==> config.mk <==
export PLATFORM = sky130hd
export DESIGN_NAME = prio_gate_unit
export DESIGN_NICKNAME = d
export VERILOG_FILES = /design/src/rtl/prio_gate_pkg.sv /design/src/rtl/prio_gate_rst_sync.sv /design/src/rtl/prio_gate_maskreg.sv /design/src/rtl/prio_gate_cmp.sv /design/src/rtl/prio_gate_ctlreg.sv /design/src/rtl/prio_gate_unit.sv
export SDC_FILE = /design/constraint.sdc
export NUM_CORES = 1
export LEC_CHECK = 0
export BUFFER_PORTS_ARGS = -buffer_cell sky130_fd_sc_hd__buf_4
export CORE_MARGIN = 5
export CORE_UTILIZATION = 26
export CTS_BUF_LIST = sky130_fd_sc_hd__clkbuf_8
export CTS_CLUSTER_DIAMETER = 200
export DETAILED_ROUTE_END_ITERATION = 6
export MAX_ROUTING_LAYER = met4
export PLACE_DENSITY = 0.68
export SLEW_MARGIN = 5
export SYNTH_ARGS = -nofsm -noshare
export SYNTH_HDL_FRONTEND = slang
export SYNTH_SLANG_ARGS = --single-unit
==> constraint.sdc <==
create_clock -name clk -period 2.7 [get_ports clk]
set_clock_uncertainty 0.05 [all_clocks]
set_input_delay 0.135 -clock clk [delete_from_list [all_inputs] [get_ports clk]]
set_output_delay 0.135 -clock clk [all_outputs]
set_load 0.02 [all_outputs]
==> src/rtl/prio_gate_pkg.sv <==
package prio_gate_pkg;
  // register select values on the software port
  typedef enum logic {
    SEL_MASK = 1'b0,
    SEL_CTL  = 1'b1
  } reg_sel_e;

  // control word bit positions (software-visible)
  localparam int unsigned CTL_PRIV  = 0;
  localparam int unsigned CTL_SPSEL = 1;
  localparam int unsigned CTL_FPCTX = 2;
  localparam int unsigned CTL_BITS  = 3;
endpackage

==> src/rtl/prio_gate_rst_sync.sv <==
module prio_gate_rst_sync #(
  parameter int unsigned STAGES = 2
) (
  input  logic clk,
  input  logic rst_n,
  output logic rst_n_sync
);
  logic [STAGES-1:0] sync_q;
  logic [STAGES-1:0] sync_d;

  always_comb begin
    sync_d = {sync_q[STAGES-2:0], 1'b1};
  end

  always_ff @(posedge clk or negedge rst_n) begin
    if (!rst_n) sync_q <= '0;
    else        sync_q <= sync_d;
  end

  assign rst_n_sync = sync_q[STAGES-1];
endmodule

==> src/rtl/prio_gate_maskreg.sv <==
module prio_gate_maskreg #(
  parameter int unsigned KEEP_W = 4
) (
  input  logic              clk,
  input  logic              rst_n,
  input  logic              wr_en,
  input  logic [KEEP_W-1:0] wr_fld,
  output logic [KEEP_W-1:0] fld_q
);
  logic [KEEP_W-1:0] fld_d;

  always_comb begin
    fld_d = fld_q;
    if (wr_en) fld_d = wr_fld;
  end

  always_ff @(posedge clk or negedge rst_n) begin
    if (!rst_n) fld_q <= '0;
    else        fld_q <= fld_d;
  end
endmodule

==> src/rtl/prio_gate_cmp.sv <==
module prio_gate_cmp #(
  parameter int unsigned PRIO_W = 8,
  parameter int unsigned KEEP_W = 4
) (
  input  logic [PRIO_W-1:0] prio,
  input  logic [KEEP_W-1:0] base,
  output logic              allow
);
  localparam int unsigned LO = PRIO_W - KEEP_W;
  logic [KEEP_W-1:0] prio_hi;

  generate
    if (LO == 0) begin : g_full
      assign prio_hi = prio;
    end else begin : g_trunc
      logic [LO-1:0] unused_lo;
      assign unused_lo = prio[LO-1:0];
      assign prio_hi   = prio[PRIO_W-1:LO];
    end
  endgenerate

  always_comb begin
    if (base == '0) allow = 1'b1;
    else            allow = (prio_hi < base);
  end
endmodule

==> src/rtl/prio_gate_ctlreg.sv <==
module prio_gate_ctlreg
  import prio_gate_pkg::*;
(
  input  logic                clk,
  input  logic                rst_n,
  input  logic                wr_en,
  input  logic [CTL_BITS-1:0] wr_bits,
  input  logic                handler_mode,
  input  logic                exc_ret,
  input  logic                exc_ret_spsel,
  input  logic                fp_ctx_set,
  input  logic                exc_entry,
  output logic                priv_q,
  output logic                spsel_q,
  output logic                fpctx_q
);
  logic priv_d, spsel_d, fpctx_d;

  always_comb begin
    priv_d = priv_q;
    if (wr_en) priv_d = wr_bits[CTL_PRIV];

    spsel_d = spsel_q;
    if (exc_ret)                    spsel_d = exc_ret_spsel;
    else if (wr_en && !handler_mode) spsel_d = wr_bits[CTL_SPSEL];

    fpctx_d = fpctx_q;
    if (exc_entry)       fpctx_d = 1'b0;
    else if (fp_ctx_set) fpctx_d = 1'b1;
    else if (wr_en)      fpctx_d = wr_bits[CTL_FPCTX];
  end

  always_ff @(posedge clk or negedge rst_n) begin
    if (!rst_n) begin
      priv_q  <= 1'b0;
      spsel_q <= 1'b0;
      fpctx_q <= 1'b0;
    end else begin
      priv_q  <= priv_d;
      spsel_q <= spsel_d;
      fpctx_q <= fpctx_d;
    end
  end
endmodule

==> src/rtl/prio_gate_unit.sv <==
module prio_gate_unit
  import prio_gate_pkg::*;
#(
  parameter int unsigned DATA_W = 32,
  parameter int unsigned PRIO_W = 8,
  parameter int unsigned KEEP_W = 4
) (
  input  logic              clk,
  input  logic              rst_n,
  input  logic              reg_sel,
  input  logic              reg_we,
  input  logic [DATA_W-1:0] reg_wdata,
  output logic [DATA_W-1:0] reg_rdata,
  input  logic              handler_mode,
  input  logic              exc_ret,
  input  logic              exc_ret_spsel,
  input  logic              fp_ctx_set,
  input  logic              exc_entry,
  input  logic [PRIO_W-1:0] exc_prio,
  output logic              exc_allow,
  output logic              stack_sel,
  output logic              thread_unpriv,
  output logic              fp_ctx_active
);
  localparam int unsigned FLD_LO = PRIO_W - KEEP_W;

  logic              rst_n_int;
  logic              mask_we, ctl_we;
  logic [KEEP_W-1:0] base_fld;
  logic              priv_q, spsel_raw, fpctx_q;
  logic [DATA_W-1:0] mask_rd, ctl_rd;
  logic              unused_wdata;

  assign unused_wdata = ^{reg_wdata[DATA_W-1:PRIO_W], reg_wdata[FLD_LO-1:CTL_BITS]};

  assign mask_we = reg_we && (reg_sel == SEL_MASK);
  assign ctl_we  = reg_we && (reg_sel == SEL_CTL);

  prio_gate_rst_sync #(.STAGES(2)) u_rst (
    .clk(clk), .rst_n(rst_n), .rst_n_sync(rst_n_int)
  );

  prio_gate_maskreg #(.KEEP_W(KEEP_W)) u_mask (
    .clk(clk), .rst_n(rst_n_int), .wr_en(mask_we),
    .wr_fld(reg_wdata[PRIO_W-1:FLD_LO]), .fld_q(base_fld)
  );

  prio_gate_cmp #(.PRIO_W(PRIO_W), .KEEP_W(KEEP_W)) u_cmp (
    .prio(exc_prio), .base(base_fld), .allow(exc_allow)
  );

  prio_gate_ctlreg u_ctl (
    .clk(clk), .rst_n(rst_n_int), .wr_en(ctl_we),
    .wr_bits(reg_wdata[CTL_BITS-1:0]), .handler_mode(handler_mode),
    .exc_ret(exc_ret), .exc_ret_spsel(exc_ret_spsel),
    .fp_ctx_set(fp_ctx_set), .exc_entry(exc_entry),
    .priv_q(priv_q), .spsel_q(spsel_raw), .fpctx_q(fpctx_q)
  );

  assign stack_sel     = spsel_raw && !handler_mode;
  assign thread_unpriv = priv_q;
  assign fp_ctx_active = fpctx_q;

  always_comb begin
    mask_rd = '0;
    mask_rd[PRIO_W-1:FLD_LO] = base_fld;
    ctl_rd = '0;
    ctl_rd[CTL_PRIV]  = priv_q;
    ctl_rd[CTL_SPSEL] = stack_sel;
    ctl_rd[CTL_FPCTX] = fpctx_q;
  end

  assign reg_rdata = (reg_sel == SEL_CTL) ? ctl_rd : mask_rd;
endmodule

; ---- Word-level counts from Yosys, hierarchy flattened
; Cells that the tools add are included.
[op_classes]
order_cmp = 1
muxes = 7
bitwise_logic = 1
reduce_logical = 8
[op_table]
columns = operator, n
row1 = two-way mux 8 bit, 1
row2 = two-way mux 1 bit, 6
row3 = logical AND 1 bit, 4
row4 = zero test 4 bit, 1
row5 = less-than comparator 4 bit, 1
row6 = nonzero test 3 bit, 1
row7 = nonzero test 2 bit, 1
row8 = zero test 1 bit, 1
row9 = NOT 1 bit, 1
[word_totals]
reg_bits = 9
input_bits = 49
out_inout_bits = 36
elab_cells = 22

; ---- Logic depth before layout (Yosys ltp)
[depth]
word_depth = 4
ltp_mapped = 5
ltp_nobuf = 5

; ---- Cells and area by module
; From an unflattened synthesis, not the netlist that was laid out.
[hier_totals]
cells_unflattened = 71
hier_area_um2 = 686.9
[modules_own_cells]
columns = mod, instances, cells_per_inst, area_each_um2, seq_area_each_um2
row1 = prio_gate_unit, 1, 36, 256.5, 0.0
row2 = prio_gate_ctlreg, 1, 12, 146.4, 75.1
row3 = prio_gate_maskreg, 1, 8, 145.1, 100.1
row4 = prio_gate_cmp, 1, 12, 85.1, 0.0
row5 = prio_gate_rst_sync, 1, 3, 53.8, 50.0

; ---- Least setup slack after synthesis
; No wires, ideal clock.
[synth_timing]
path_kind = register to output
startpoint = register u_mask.fld_q[3]
endpoint = output exc_allow
t_arrival_ps = 1084
required_ps = 2515
path_slack_ps = 1431
path_stages_with_launch = 3
n_path_buf = 0
cell_sequence = dfrtp_1 -> or4_1 -> o211ai_1
[synth_via]
elab_chain_len = 2
elab_cells_between_ends = 3
cone_classes = order compare (1) / mux (1) / reduce/logical (1)
[synth_lines]
columns = element, line
row1 = "start, declared", prio_gate_maskreg.sv:8  ; output logic [KEEP_W-1:0] fld_q
row2 = "start signal, assigned", prio_gate_maskreg.sv:19  ; else fld_q <= fld_d;
row3 = less-than comparator 4 bit / zero test 4 bit (equally long branches), "prio_gate_cmp.sv:24, prio_gate_cmp.sv:23"
row4 = two-way mux 1 bit (*), prio_gate_cmp.sv:23  ; if (base == '0) allow = 1'b1;
row5 = "end, declared", prio_gate_unit.sv:20  ; output logic exc_allow,
; Every way passes the cells marked *; elsewhere a longest branch is shown, timed or not.

; ---- Worst setup path in the final report
; Same ends and word-level chain as after synthesis.

==> results.sh <==
export IMPL_ant_nets=0
export IMPL_crit_end="exc_allow"
export IMPL_min_period_ps=1570
export IMPL_fmax_mhz=636
export IMPL_reg2reg_to="u_ctl.priv_q"
export IMPL_avgSynthCellArea_um2=8.88
export IMPL_hold_class="reg2async"
export IMPL_gp_congestion=0.663
export IMPL_crit_slowest_cell="or4_1"
export IMPL_die_y_um=60.3
export IMPL_r2r_start="u_ctl.priv_q"
export IMPL_yosys_area_top_type="dfrtp_1"
export IMPL_final_common_cell="buf_4"
export IMPL_crit_path_start_kind="flip-flop"
export IMPL_antenna_found_initial=0
export IMPL_area_delta_synth_final_pct=34.3
export IMPL_r2r_cells=1
export IMPL_synth_seq_area_share_pct=34.3
export IMPL_synthCells=74
export IMPL_final_util_pct=35.9
export IMPL_grt_pass1_vias=472
export IMPL_end_kind="primary output"
export IMPL_routed_via_density=3.88
export IMPL_drt_wl_total_um=1370
export IMPL_drtIter0Drc=8
export IMPL_power_density_mw_per_mm2=519
export IMPL_synthesis_area_um2=657
export IMPL_clock_latency_ps=230
export IMPL_cts_tree="yes"
export IMPL_p_leak_nw=0.483
export IMPL_layout_common_cells="buf_4 (30), conb_1 (26), dfrtp_1 (9)"
export IMPL_synth_distinct_cells=21
export IMPL_die_area_mm2=0.00363
export IMPL_crit_arrival_ps=1390
export IMPL_io_pins=85
export IMPL_grt_setup_unrepaired="false"
export IMPL_finalCritPeriodShare_pct=58.3
export IMPL_wl_per_cell_um=9.95
export IMPL_path_clk_slew_ps=40
export IMPL_drt_first_pass_iters=4
export IMPL_synth_top_flop_cell="dfrtp_1"
export IMPL_drv_slew=0
export IMPL_die_width_um=60.3
export IMPL_grt_total_usage_pct=7.55
export IMPL_cts_setup_buffers=0
export IMPL_cts_resized=0
export IMPL_finalHoldViolCount=0
export IMPL_setup_viol=0
export IMPL_crit_start="u_mask.fld_q[3]"
export IMPL_r2r_slack_ps=1840
export IMPL_crit_type="reg2out"
export IMPL_ir_drop_v=0.000306
export IMPL_yosys_area_top_type_share_pct=34.3
export IMPL_coreArea_mm2=0.00245
export IMPL_cap_violations=0
export IMPL_required_ps=2520
export IMPL_async_reset_ff_share_pct=100
export IMPL_cp_max_fo=2
export IMPL_portBuffers=30
export IMPL_cts_sinks=9
export IMPL_synth_edf_count=0
export IMPL_num_antenna_cells=0
export IMPL_cts_hold_buf=2
export IMPL_grt_ovfl_total=0
export IMPL_vias=535
export IMPL_num_rows=18
export IMPL_status="finished, final reports clean"
export IMPL_start_util_pct=26.8
export IMPL_drc=0
export IMPL_drive_above_1_share_pct=31.5
export IMPL_grt_pass1_wl_um=1990
export IMPL_path_cells="or4_1 -> o211ai_1 -> buf_4"
export IMPL_fin_setup_tns_ps=0
export IMPL_cts_root_buf="clkbuf_8"
export IMPL_yosys_warnings=0
export IMPL_cts_buffers=3
export IMPL_htreeDepth=1
export IMPL_grt_start_max_net_pins=12
export IMPL_hpwl_um=1230
export IMPL_clk_path_buf_depth=2
export IMPL_synth_area_leaders="dfrtp_1 (34%), buf_4 (29%), ha_1 (5.7%)"
export IMPL_max_stage_delay_ps=520
export IMPL_nets=161
export IMPL_yosys_register_bits=9
==> how the worst min path moves through the flow <==
stage,startpoint,end,slack [ps],cells after the start
after global routing,exc_ret,u_ctl.spsel_q,50,2
after floorplan,rst_n,u_rst.sync_q[0],-210,0
after global placement,rst_n,u_rst.sync_q[0],-130,1
after CTS,exc_ret,u_ctl.spsel_q,50,2
after detailed placement,rst_n,u_rst.sync_q[0],-130,1
final,u_rst.sync_q[1],u_ctl.priv_q,60,0
==> Yosys cell counts (all sizes together), types with 2 or more instances <==
cell    n
and2    3
buf    26
conb    2
dfrtp   9
ha      3
inv     3
mux2    2
nand2   5
nor2    5
nor2b   2
o21ai   6
==> final cells by class <==
cell class / count / area [um2]
Clock buffer: 3 / 41.3
Clock inverter: 1 / 3.75
Fill cell: 263 / 1570
Inverter: 3 / 11.3
Multi-Input combinational cell: 60 / 318
Sequential cell: 9 / 225
Tap cell: 30 / 37.5
Timing Repair Buffer: 32 / 245
==> through the flow <==
step / hold WS (ps) / setup slack [ps] / total power, W / std cells / area [um2]
2_1_floorplan: -211 / 1430 / 0.000276 / 98 / 747
6_report: 56.0 / 1130 / 0.000457 / 138 / 882
3_5_place_dp: -131 / 1360 / 0.000307 / 132 / 817
5_1_grt: 55.0 / 1030 / 0.000485 / 138 / 882
3_3_place_gp: -131 / 1360 / 0.000303 / 132 / 817
4_1_cts: 51.8 / 1110 / 0.000464 / 138 / 882
==> registers in the layout, summed over array words and instances, names as in the netlist <==
name and flops:
u_ctl.fpctx_q 1, u_ctl.spsel_q 1, u_rst.sync_q 2, u_mask.fld_q 4, u_ctl.priv_q 1
==> power breakdown <==
part | switching (W) | leakage, nW | internal [W] | total (W)
registers | 0.00000961 | 0.108 | 0.000150 | 0.000159
logic | 0.0000871 | 0.348 | 0.0000602 | 0.000147
clock network | 0.0000519 | 0.0269 | 0.0000989 | 0.000151
==> critical path: cells and delay by family (launching register included) <==
kind,cells,cell delay (ps)
DFF,1,360
buffers and inverters,1,170
AOI/OAI and AO/OA,1,110
and+or+nand+nor,1,520
==> layer usage <==
metal	part of all wire (%)	GRT usage (%)
met1	33	7.37
met4	0	3.80
met2	53	13.6
met3	13	1.94
met5	0	-
==> kinds of logic after synthesis <==
group           synth area share [%]
simple gates                    16.0
fa+ha+maj                       5.71
compound gates                  6.86
other cells                     1.14
buf+inv                         31.0
flops                           34.3
mux                             4.95
Note: power is estimated with default switching activity, not from simulation.
